## config.mk

```make
export PLATFORM = sky130hd
export DESIGN_NAME = rx_frame_len_tracker
export DESIGN_NICKNAME = d
export VERILOG_FILES = /design/src/rtl/lenacct_pkg.sv /design/src/rtl/lenacct_live_ctr.sv /design/src/rtl/lenacct_cpu_ctr.sv /design/src/rtl/lenacct_guard.sv /design/src/rtl/rx_frame_len_tracker.sv
export SDC_FILE = /design/constraint.sdc
export NUM_CORES = 1
export LEC_CHECK = 0
export BUFFER_PORTS_ARGS = -buffer_cell sky130_fd_sc_hd__buf_2
export CAP_MARGIN = 25
export CORE_ASPECT_RATIO = 1.4
export CORE_MARGIN = 1.5
export CORE_UTILIZATION = 38
export CTS_CLUSTER_DIAMETER = 100
export CTS_CLUSTER_SIZE = 16
export DETAILED_ROUTE_END_ITERATION = 8
export PLACE_DENSITY_LB_ADDON = 0.08
export SLEW_MARGIN = 20
export SYNTH_ARGS = -nofsm -noshare
export SYNTH_HDL_FRONTEND = slang
export SYNTH_SLANG_ARGS = --single-unit
```

## constraint.sdc

```tcl
create_clock -name clk -period 3.45 [get_ports clk]
set_input_delay 0.5175 -clock clk [delete_from_list [all_inputs] [get_ports clk]]
set_output_delay 0.5175 -clock clk [all_outputs]
set_load 0.05 [all_outputs]
```

## src/rtl/lenacct_pkg.sv

```systemverilog
package lenacct_pkg;

  // Event pulses produced by the accounting guard
  typedef struct packed {
    logic underrun;
    logic overrun;
    logic data_exist;
    logic read_enable;
    logic frame_err;
  } lenacct_ev_t;

  localparam lenacct_ev_t EV_NONE = '{default: 1'b0};

endpackage

```

## src/rtl/lenacct_live_ctr.sv

```systemverilog
module lenacct_live_ctr #(
  parameter int CNT_W = 12
) (
  input  logic             clk,
  input  logic             rst_n,
  input  logic             inc,
  input  logic             restart,
  input  logic             clear,
  output logic [CNT_W-1:0] cnt
);
  localparam logic [CNT_W-1:0] CNT_MAX = '1;

  // Saturating increment
  function automatic logic [CNT_W-1:0] sat_inc(input logic [CNT_W-1:0] v,
                                               input logic en);
    return (en && v != CNT_MAX) ? v + 1'b1 : v;
  endfunction

  always_ff @(posedge clk) begin
    if (!rst_n)       cnt <= '0;
    else if (clear)   cnt <= '0;
    else if (restart) cnt <= {{(CNT_W-1){1'b0}}, inc};
    else              cnt <= sat_inc(cnt, inc);
  end

  p_live_step_r2: assert property (@(posedge clk) disable iff (!rst_n)
    (inc && !clear && !restart && cnt != CNT_MAX) |=> cnt == $past(cnt) + 1'b1);

  p_live_hold_max_r2: assert property (@(posedge clk) disable iff (!rst_n)
    (cnt == CNT_MAX && !clear && !restart) |=> cnt == CNT_MAX);

  p_live_restart_r3: assert property (@(posedge clk) disable iff (!rst_n)
    (restart && !clear) |=> cnt == {{(CNT_W-1){1'b0}}, $past(inc)});

endmodule

```

## src/rtl/lenacct_cpu_ctr.sv

```systemverilog
module lenacct_cpu_ctr #(
  parameter int CNT_W = 12
) (
  input  logic             clk,
  input  logic             rst_n,
  input  logic             dec,
  input  logic             load,
  input  logic [CNT_W-1:0] load_val,
  input  logic             clear,
  output logic [CNT_W-1:0] cnt,
  output logic [CNT_W-1:0] remaining
);

  // Decrement that stops at zero
  function automatic logic [CNT_W-1:0] floor_dec(input logic [CNT_W-1:0] v,
                                                 input logic en);
    return (en && v != '0) ? v - 1'b1 : v;
  endfunction

  assign remaining = floor_dec(cnt, dec);

  always_ff @(posedge clk) begin
    if (!rst_n)     cnt <= '0;
    else if (clear) cnt <= '0;
    else if (load)  cnt <= load_val;
    else            cnt <= remaining;
  end

  p_cpu_load_r3: assert property (@(posedge clk) disable iff (!rst_n)
    (load && !clear) |=> cnt == $past(load_val));

  p_cpu_dec_r4: assert property (@(posedge clk) disable iff (!rst_n)
    (dec && !load && !clear && cnt != '0) |=> cnt == $past(cnt) - 1'b1);

  p_cpu_floor_r6: assert property (@(posedge clk) disable iff (!rst_n)
    (cnt == '0 && !load) |=> cnt == '0);

endmodule

```

## src/rtl/lenacct_guard.sv

```systemverilog
module lenacct_guard
  import lenacct_pkg::*;
#(
  parameter int CNT_W = 12
) (
  input  logic             clk,
  input  logic             rst_n,
  input  logic             byte_wr,
  input  logic             byte_rd,
  input  logic             stop_flag,
  input  logic             start_flag,
  input  logic             copy_cmd,
  input  logic             auto_copy,
  input  logic [CNT_W-1:0] cpu_cnt,
  input  logic [CNT_W-1:0] cpu_left,
  output logic             do_copy,
  output logic             do_flush,
  output lenacct_ev_t      ev_q,
  output logic             flush_q
);
  logic        pending_q;
  logic        rd_over, dex_hit, ferr_hit, copy_req;
  lenacct_ev_t ev_d;

  always_comb begin
    rd_over  = byte_rd && (cpu_cnt == '0);
    dex_hit  = !auto_copy && pending_q && byte_wr && !copy_cmd;
    ferr_hit = auto_copy && start_flag && (cpu_left != '0);
    copy_req = auto_copy ? stop_flag : copy_cmd;
    do_flush = rd_over || dex_hit || ferr_hit;
    do_copy  = copy_req && !do_flush;

    ev_d             = EV_NONE;
    ev_d.overrun     = rd_over;
    ev_d.data_exist  = dex_hit;
    ev_d.frame_err   = ferr_hit;
    ev_d.underrun    = do_copy && (cpu_left != '0);
    ev_d.read_enable = do_copy && auto_copy;
  end

  always_ff @(posedge clk) begin
    if (!rst_n) begin
      pending_q <= 1'b0;
      ev_q      <= EV_NONE;
      flush_q   <= 1'b0;
    end else begin
      ev_q    <= ev_d;
      flush_q <= do_flush;
      if (do_flush || auto_copy || copy_cmd) pending_q <= 1'b0;
      else if (stop_flag)                    pending_q <= 1'b1;
    end
  end

  p_underrun_noflush_r5: assert property (@(posedge clk) disable iff (!rst_n)
    ev_q.underrun |-> !flush_q);

  p_dex_manual_r7: assert property (@(posedge clk) disable iff (!rst_n)
    ev_q.data_exist |-> (!$past(auto_copy) && $past(byte_wr) && flush_q));

  p_re_auto_r8: assert property (@(posedge clk) disable iff (!rst_n)
    ev_q.read_enable |-> ($past(auto_copy) && $past(stop_flag)));

  p_ferr_auto_r9: assert property (@(posedge clk) disable iff (!rst_n)
    ev_q.frame_err |-> ($past(auto_copy) && $past(start_flag) && flush_q));

  p_copy_loses_to_flush_r10: assert property (@(posedge clk) disable iff (!rst_n)
    flush_q |-> !ev_q.read_enable && !ev_q.underrun);

endmodule

```

## src/rtl/rx_frame_len_tracker.sv

```systemverilog
module rx_frame_len_tracker
  import lenacct_pkg::*;
#(
  parameter int CNT_W = 12
) (
  input  logic             clk,
  input  logic             rst_n,
  input  logic             byte_wr,
  input  logic             byte_rd,
  input  logic             stop_flag,
  input  logic             start_flag,
  input  logic             copy_cmd,
  input  logic             auto_copy,
  output logic [CNT_W-1:0] live_cnt,
  output logic [CNT_W-1:0] cpu_cnt,
  output logic             ev_underrun,
  output logic             ev_overrun,
  output logic             ev_data_exist,
  output logic             ev_read_enable,
  output logic             ev_frame_err,
  output logic             flush_req
);
  // Internal events brought out by name for the checks
  logic             do_copy;
  logic             do_flush;
  logic [CNT_W-1:0] cpu_left;
  lenacct_ev_t      ev_q;

  lenacct_live_ctr #(.CNT_W(CNT_W)) u_live (
    .clk(clk), .rst_n(rst_n), .inc(byte_wr), .restart(do_copy),
    .clear(do_flush), .cnt(live_cnt)
  );

  lenacct_cpu_ctr #(.CNT_W(CNT_W)) u_cpu (
    .clk(clk), .rst_n(rst_n), .dec(byte_rd), .load(do_copy),
    .load_val(live_cnt), .clear(do_flush), .cnt(cpu_cnt),
    .remaining(cpu_left)
  );

  lenacct_guard #(.CNT_W(CNT_W)) u_guard (
    .clk(clk), .rst_n(rst_n), .byte_wr(byte_wr), .byte_rd(byte_rd),
    .stop_flag(stop_flag), .start_flag(start_flag), .copy_cmd(copy_cmd),
    .auto_copy(auto_copy), .cpu_cnt(cpu_cnt), .cpu_left(cpu_left),
    .do_copy(do_copy), .do_flush(do_flush), .ev_q(ev_q), .flush_q(flush_req)
  );

  assign ev_underrun    = ev_q.underrun;
  assign ev_overrun     = ev_q.overrun;
  assign ev_data_exist  = ev_q.data_exist;
  assign ev_read_enable = ev_q.read_enable;
  assign ev_frame_err   = ev_q.frame_err;

  p_flush_clears_r6: assert property (@(posedge clk) disable iff (!rst_n)
    flush_req |-> (live_cnt == '0 && cpu_cnt == '0));

  p_overrun_at_zero_r6: assert property (@(posedge clk) disable iff (!rst_n)
    ev_overrun |-> ($past(byte_rd) && $past(cpu_cnt) == '0));

endmodule

```

==> results of run 1 <==
[placed cells by master, fill, tap and decap left out, drive strengths merged, types with 7 or more instances in the layout]
cell type / instances
clkbuf: 7
nor3: 19
xnor2: 8
nand4: 7
a2111oi: 8
nand2: 16
nand3: 9
nor2: 25
o21ai: 11
dfxtp: 31
a21oi: 8
buf: 38
[state kept, by name, summed over array words and instances, names as in the netlist]
name               cells
u_guard.flush_q        1
u_cpu.cnt             12
u_guard.pending_q      1
u_guard.ev_q           5
u_live.cnt            12
[worst min-delay path by stage]
stage / startpoint / to / slack [ns] / cells after the start
2_1_floorplan: u_guard.pending_q / u_guard.pending_q / 0.47 / 2
3_3_place_gp: u_guard.pending_q / u_guard.pending_q / 0.49 / 2
3_5_place_dp: u_guard.pending_q / u_guard.pending_q / 0.50 / 2
4_1_cts: stop_flag / u_guard.pending_q / 0.50 / 3
5_1_grt: rst_n / u_guard.flush_q / 0.51 / 2
6_report: stop_flag / u_guard.pending_q / 0.49 / 3
[through the flow]
step	util, %	hold slack [ns]
2_1_floorplan	-	0.473
3_3_place_gp	45.4	0.495
3_5_place_dp	45.4	0.505
4_1_cts	48.1	0.499
5_1_grt	48.3	0.511
6_report	48.3	0.493
[area by class of cell]
cell class	count	area [um^2]	share of cell area (%)
Timing Repair Buffer	39	198	9.66
Tap cell	60	75.1	3.67
Inverter	5	18.8	0.917
Clock inverter	2	35.0	1.71
Clock buffer	6	82.6	4.04
Multi-Input combinational cell	158	1020	49.7
Sequential cell	31	621	30.3
[power breakdown]
part / total (mW) / switching (mW) / internal [mW]
clock network: 0.371 / 0.137 / 0.233
registers: 0.420 / 0.0346 / 0.385
logic: 0.449 / 0.306 / 0.143
total: 1.24 / 0.478 / 0.762
[cells by family after synthesis]
| kind of cell | count (synthesis) | synth area share, % |
|---|---|---|
| compound gates | 41 | 19.0 |
| fa+ha+maj | 3 | 2.22 |
| xor+xnor | 13 | 6.74 |
| mux | 2 | 1.18 |
| flops | 31 | 36.7 |
| buf+inv | 13 | 3.18 |
| simple gates | 99 | 30.9 |
[critical path: cells and delay by family, from the launching register on]
kind                       cells  cell delay, ns
AOI/OAI and AO/OA              4            1.43
adders and majority gates      1            0.22
buffers and inverters          1            0.12
DFF                            1            0.34
and+or+nand+nor                2            0.52
[metal layers]
metal / track usage, % / share of wire, % / up-vias
met5: 0 / 0 / -
met4: 7.05 / 1.6 / 0
met3: 3.31 / 5.2 / 7
met2: 32.0 / 50 / 52
met1: 24.1 / 43 / 749
li1: - / - / 828
==> impl_metrics.tcl, run 1 <==
set metrics [dict create \
    synth_async_sr_flop_share_pct 0 \
    slew-limit-headroom_pct 46.9 \
    core_area_um2 4240 \
    timing.fmax_mhz 361 \
    detail_route.iter0.violations 146 \
    worst_slack_ns 0.679 \
    wl_mm 4.32 \
    clock_tree.htree_level_count 2 \
    finalSetupViolations 0 \
    drc 0 \
    grt.total_usage_pct 19.1 \
    yosysMostFrequentCell "sky130_fd_sc_hd__dfxtp_1" \
    worstPathMaxFanout 27 \
    postSynthAreaPerCell_um2 8.37 \
    diodes 0 \
    io_buffer_count 37 \
    timing.final.max_slew_violations 0 \
    dr_total_vias 1636 \
    placement_cell_area_um2 1920 \
    unrepaired_setup_endpoints_after_global_routing "false" \
    detailed_place_hpwl_mm 3.13 \
    yosys.area.top_type_share_pct 36.7 \
    route.antenna.remaining_nets 0 \
    path_class "flip-flop to flip-flop" \
    post_cts.repair.setup_buffers 0 \
    r2r-end "u_cpu.cnt[1]" \
    first_global_vias 1496 \
    cts.root.buffer_cell "sky130_fd_sc_hd__clkbuf_8" \
    wire_per_inst_um 14.3 \
    viasPerCell 5.44 \
    crit_chain "inv_1 > ha_1 > nor3b_1 > nand4_1 > a211o_2 > a22oi_2 > a31oi_4 > a2111oi_0" \
    yosysSeqAreaShare_pct 36.7 \
    syn2layout_area_growth_pct 21.0 \
    synth_cells 202 \
    drv_cap 0 \
    clk_sinks 31 \
    overflow 0 \
    yosys.area.top_type "sky130_fd_sc_hd__dfxtp_1" \
    cell_type_of_the_slowest_stage_on_the_worst_timing_path "sky130_fd_sc_hd__a2111oi_0" \
    chipWidth_um 59.4 \
    crit_reg_reg_startpoint "u_cpu.cnt[0]" \
    cts_hold_repair.buffers 0 \
    detailed_router_iteration_count_before_antenna_repair 4 \
    core.rowCount 28 \
    worst_skew_pair.late_latency_ns 0.28 \
    clock_path_buffers 2 \
    finalCritPeriodShare_pct 80.3 \
    synth-warning-count 0 \
    start_kind "flip-flop" \
    timing.reg2reg.setup_slack_ns 0.68 \
    finClkSkew_ns 0.00658 \
    fin_area_um2 2050 \
    cts_repair_resized_insts 0 \
    synth_enable_flop_cells 0 \
    layout.filler_cells 438 \
    floorplan.die_area_um2 4860 \
    antenna_found_initial 0 \
    cellPowerDensity_nw_per_um2 606 \
    synth_top_flop_cell "sky130_fd_sc_hd__dfxtp_1" \
    synth.lib_cells_used.distinct 43 \
    final-hold-violation-count 0 \
    routabilityCongestion 0.924 \
    cellLeakagePower_nw 0.828 \
    reg2reg_depth 8 \
    tns_ns 0 \
    main_area_contributors_after_synthesis "sky130_fd_sc_hd__dfxtp_1 37%, sky130_fd_sc_hd__nor2_1 5.6%, sky130_fd_sc_hd__nor3_1 5.3%" \
    synthesis.nets 213 \
    worst-slew-pin-transition_ns 0.797 \
    netlist_top_cells_count "31 x sky130_fd_sc_hd__dfxtp_1, 25 x sky130_fd_sc_hd__nor2_1, 18 x sky130_fd_sc_hd__nor3_1" \
    grt_pass1_wl_mm 7.09 \
    cts.reportedPaths.clkPinSlew_ns 0.07 \
    max_stage_delay_ns 0.49 \
    dp_worst_setup_slack_ns 0.601 \
    grt_start_max_net_pins 28 \
    clock_tree_from_tritoncts "built" \
    worstSetupEndpointType "flip-flop" \
    floorplan.io_pins 38 \
    status "finished clean" \
    cts_inserted_buffers 5 \
    layout.nets 251 \
    start_util_pct 39.9 \
    layout-drive-gt1-share_pct 23.2 \
    cp.arrival_ns 2.91 \
    startpoint "u_cpu.cnt[0]" \
    total_power_mw 1.24 \
    chipHeight_um 81.9 \
    setup.worst_path.end "u_cpu.cnt[1]" \
    cp_data_required_time_ns 3.59 \
    placedCellCount 292 \
    vdd_ir_drop_max_v 0.000274 \
    netlist_area_um2 1690 \
    min-delay-path-class "input port to flip-flop" \
    finalWorstPathRequiredPeriod_ns 2.77 \
    postSynthRegisterBits 31 \
    finish.cell_count_without_fillers 301 \
]
Power figures use the tool's default switching activity.
==> run 2, diff against run 1 <==
Clock period 3.45 ns to 2.5 ns, I/O delays scaled along.
==> run 2 against run 1 <==
Against the previous run: via count increased by 0.49%; critical path type unchanged; sequential power is 38% higher; clock skew rose by 0.0029 ns.
==> impl_metrics.tcl, run 2 (synthesized netlist as in run 1, its figures left out) <==
set metrics [dict create \
    status "finished clean" \
    cts_hold_repair.buffers 0 \
    tns_ns 0 \
    r2r-end "u_live.cnt[2]" \
    antenna_found_initial 0 \
    start_util_pct 39.9 \
    critical-path-top-delay-family "simple AND/OR/NAND/NOR gates" \
    detail_route.iter0.violations 107 \
    grt.total_usage_pct 20.1 \
    start_kind "flip-flop" \
    route.antenna.remaining_nets 0 \
    drc 0 \
    wire_per_inst_um 14.6 \
    timing.hold.ws_ns 0.358 \
    dp_worst_setup_slack_ns 0.00594 \
    clock_tree.htree_level_count 2 \
    final_cell_mix "37 x sky130_fd_sc_hd__buf_2, 28 x sky130_fd_sc_hd__dfxtp_1, 25 x sky130_fd_sc_hd__nor2_1, 18 x sky130_fd_sc_hd__nor3_1, 16 x sky130_fd_sc_hd__nand2_1" \
    critPathBufInv 3 \
    reg2reg_depth 10 \
    cell_type_of_the_slowest_stage_on_the_worst_timing_path "sky130_fd_sc_hd__or3b_2" \
    cts_inserted_buffers 5 \
    detailed_place_hpwl_mm 3.41 \
    setup.worst_path.end "u_live.cnt[2]" \
    io_buffer_count 37 \
    grt_pass1_wl_mm 7.45 \
    cts.root.buffer_cell "sky130_fd_sc_hd__clkbuf_8" \
    max_stage_delay_ns 0.43 \
    final_common_cell "sky130_fd_sc_hd__buf_2" \
    wl_mm 4.55 \
    finalCritPeriodShare_pct 92.9 \
    floorplan.die_area_um2 4860 \
    syn2layout_area_growth_pct 29.2 \
    timing.fmax_mhz 430 \
    finalSetupViolations 0 \
    chipWidth_um 59.4 \
    finalWorstPathRequiredPeriod_ns 2.32 \
    dr_total_vias 1644 \
    cellPowerDensity_nw_per_um2 790 \
    worstPathMaxFanout 10 \
    worst_slack_ns 0.177 \
    overflow 0 \
    chipHeight_um 81.9 \
    viasPerCell 5.29 \
    cellLeakagePower_nw 0.882 \
    final_core_util_pct 51.5 \
    worst_skew_pair.late_latency_ns 0.28 \
    worstSetupEndpointType "flip-flop" \
    floorplan.io_pins 38 \
    core.rowCount 28 \
    finClkSkew_ns 0.00948 \
    worst_hold_path.num_cells 3 \
    layout.nets 262 \
    fin_area_um2 2180 \
    cp.arrival_ns 2.51 \
    crit_reg_reg_startpoint "u_cpu.cnt[1]" \
    min-delay-path-class "input port to flip-flop" \
    slew-limit-headroom_pct 57.6 \
    drv_cap 0 \
    worst-path-stages 10 \
    detailed_router_iteration_count_before_antenna_repair 4 \
    timing.final.max_slew_violations 0 \
    timing.reg2reg.setup_slack_ns 0.18 \
    vdd_ir_drop_max_v 0.000536 \
    layout-drive-gt1-share_pct 30.3 \
    largest_registers "u_cpu.cnt x12, u_live.cnt x12, u_guard.ev_q x5" \
    unrepaired_setup_endpoints_after_global_routing "false" \
    startpoint "u_cpu.cnt[1]" \
    clk_sinks 31 \
    routabilityCongestion 0.848 \
    clock_tree_from_tritoncts "built" \
    grt_start_max_net_pins 20 \
    clock_path_buffers 2 \
    crit_chain "inv_1 > ha_2 > or3b_2 > o32ai_1 > nand2_1 > a22oi_2 > buf_4 > a31oi_4 > buf_6 > nor4_2" \
    path_class "flip-flop to flip-flop" \
    diodes 0 \
    placement_cell_area_um2 2010 \
    core_area_um2 4240 \
    final-hold-violation-count 0 \
    first_global_vias 1519 \
    cp_data_required_time_ns 2.69 \
    cts.reportedPaths.clkPinSlew_ns 0.06 \
    worst-slew-pin-transition_ns 0.632 \
]
==> run 2: cell types whose count changed in the layout (fill, tap and decap cells not counted), moves of 2 or more <==
| cell | delta |
|---|---|
| sky130_fd_sc_hd__a2111oi_0 | -6 |
| sky130_fd_sc_hd__a2111oi_1 | +6 |
| sky130_fd_sc_hd__buf_4 | +8 |
| sky130_fd_sc_hd__buf_6 | +2 |
| sky130_fd_sc_hd__ha_1 | -2 |
| sky130_fd_sc_hd__dfxtp_1 | -3 |
| sky130_fd_sc_hd__dfxtp_2 | +3 |
==> run 2: worst reg2reg max path: stages (launching register included) <==
cell	delay [ns]
sky130_fd_sc_hd__dfxtp_2	0.36
sky130_fd_sc_hd__inv_1	0.09
sky130_fd_sc_hd__ha_2	0.20
sky130_fd_sc_hd__or3b_2	0.43
sky130_fd_sc_hd__o32ai_1	0.13
sky130_fd_sc_hd__nand2_1	0.10
sky130_fd_sc_hd__a22oi_2	0.16
sky130_fd_sc_hd__buf_4	0.17
sky130_fd_sc_hd__a31oi_4	0.14
sky130_fd_sc_hd__buf_6	0.19
sky130_fd_sc_hd__nor4_2	0.25
==> run 2: metal layers <==
layer  wire length [um]  vias to the layer above  global-route usage, %  share of wire, %
met3                130                       12                   2.99               2.9
met1               2030                      747                   25.0                45
met5                  0                        -                      0                 0
met2               2260                       35                   33.3                50
met4                130                        0                   9.55               2.9
li1                   -                      850                      -                 -
==> run 2: cell type report <==
| type | instances | area (um^2) |
|---|---|---|
| Multi-Input combinational cell | 159 | 1080 |
| Tap cell | 60 | 75.1 |
| Timing Repair Buffer | 49 | 295 |
| Clock inverter | 1 | 5.00 |
| Clock buffer | 6 | 82.6 |
| Inverter | 5 | 18.8 |
| Fill cell | 455 | 2060 |
| Sequential cell | 31 | 624 |
==> run 2: stage by stage <==
step / std cells / power (mW)
after floorplan: 202 / 1.08
after global placement: 302 / 1.28
after detailed placement: 302 / 1.27
after CTS: 309 / 1.67
after global routing: 311 / 1.83
final: 311 / 1.72
==> run 2: worst min path at each step <==
stage | from | to | slack, ns
floorplan | u_guard.pending_q | u_guard.pending_q | 0.47
global placement | u_guard.pending_q | u_guard.pending_q | 0.49
detailed placement | u_guard.pending_q | u_guard.pending_q | 0.50
CTS | stop_flag | u_guard.pending_q | 0.35
global route | rst_n | u_guard.flush_q | 0.38
finish | stop_flag | u_guard.pending_q | 0.36
==> run 2: repair_timing <==
item                                    in CTS  in global routing
gates cloned                                 0                  1
pin swaps                                    0                  3
buffers inserted                             0                  1
gates resized for setup                      1                 17
endpoints found under the setup margin       1                 13
==> run 2: report_power, final <==
group	switching [mW]	total, mW	internal, mW
Sequential	0.0458	0.579	0.534
Clock	0.176	0.392	0.215
Combinational	0.477	0.753	0.276
Total	0.699	1.72	1.02
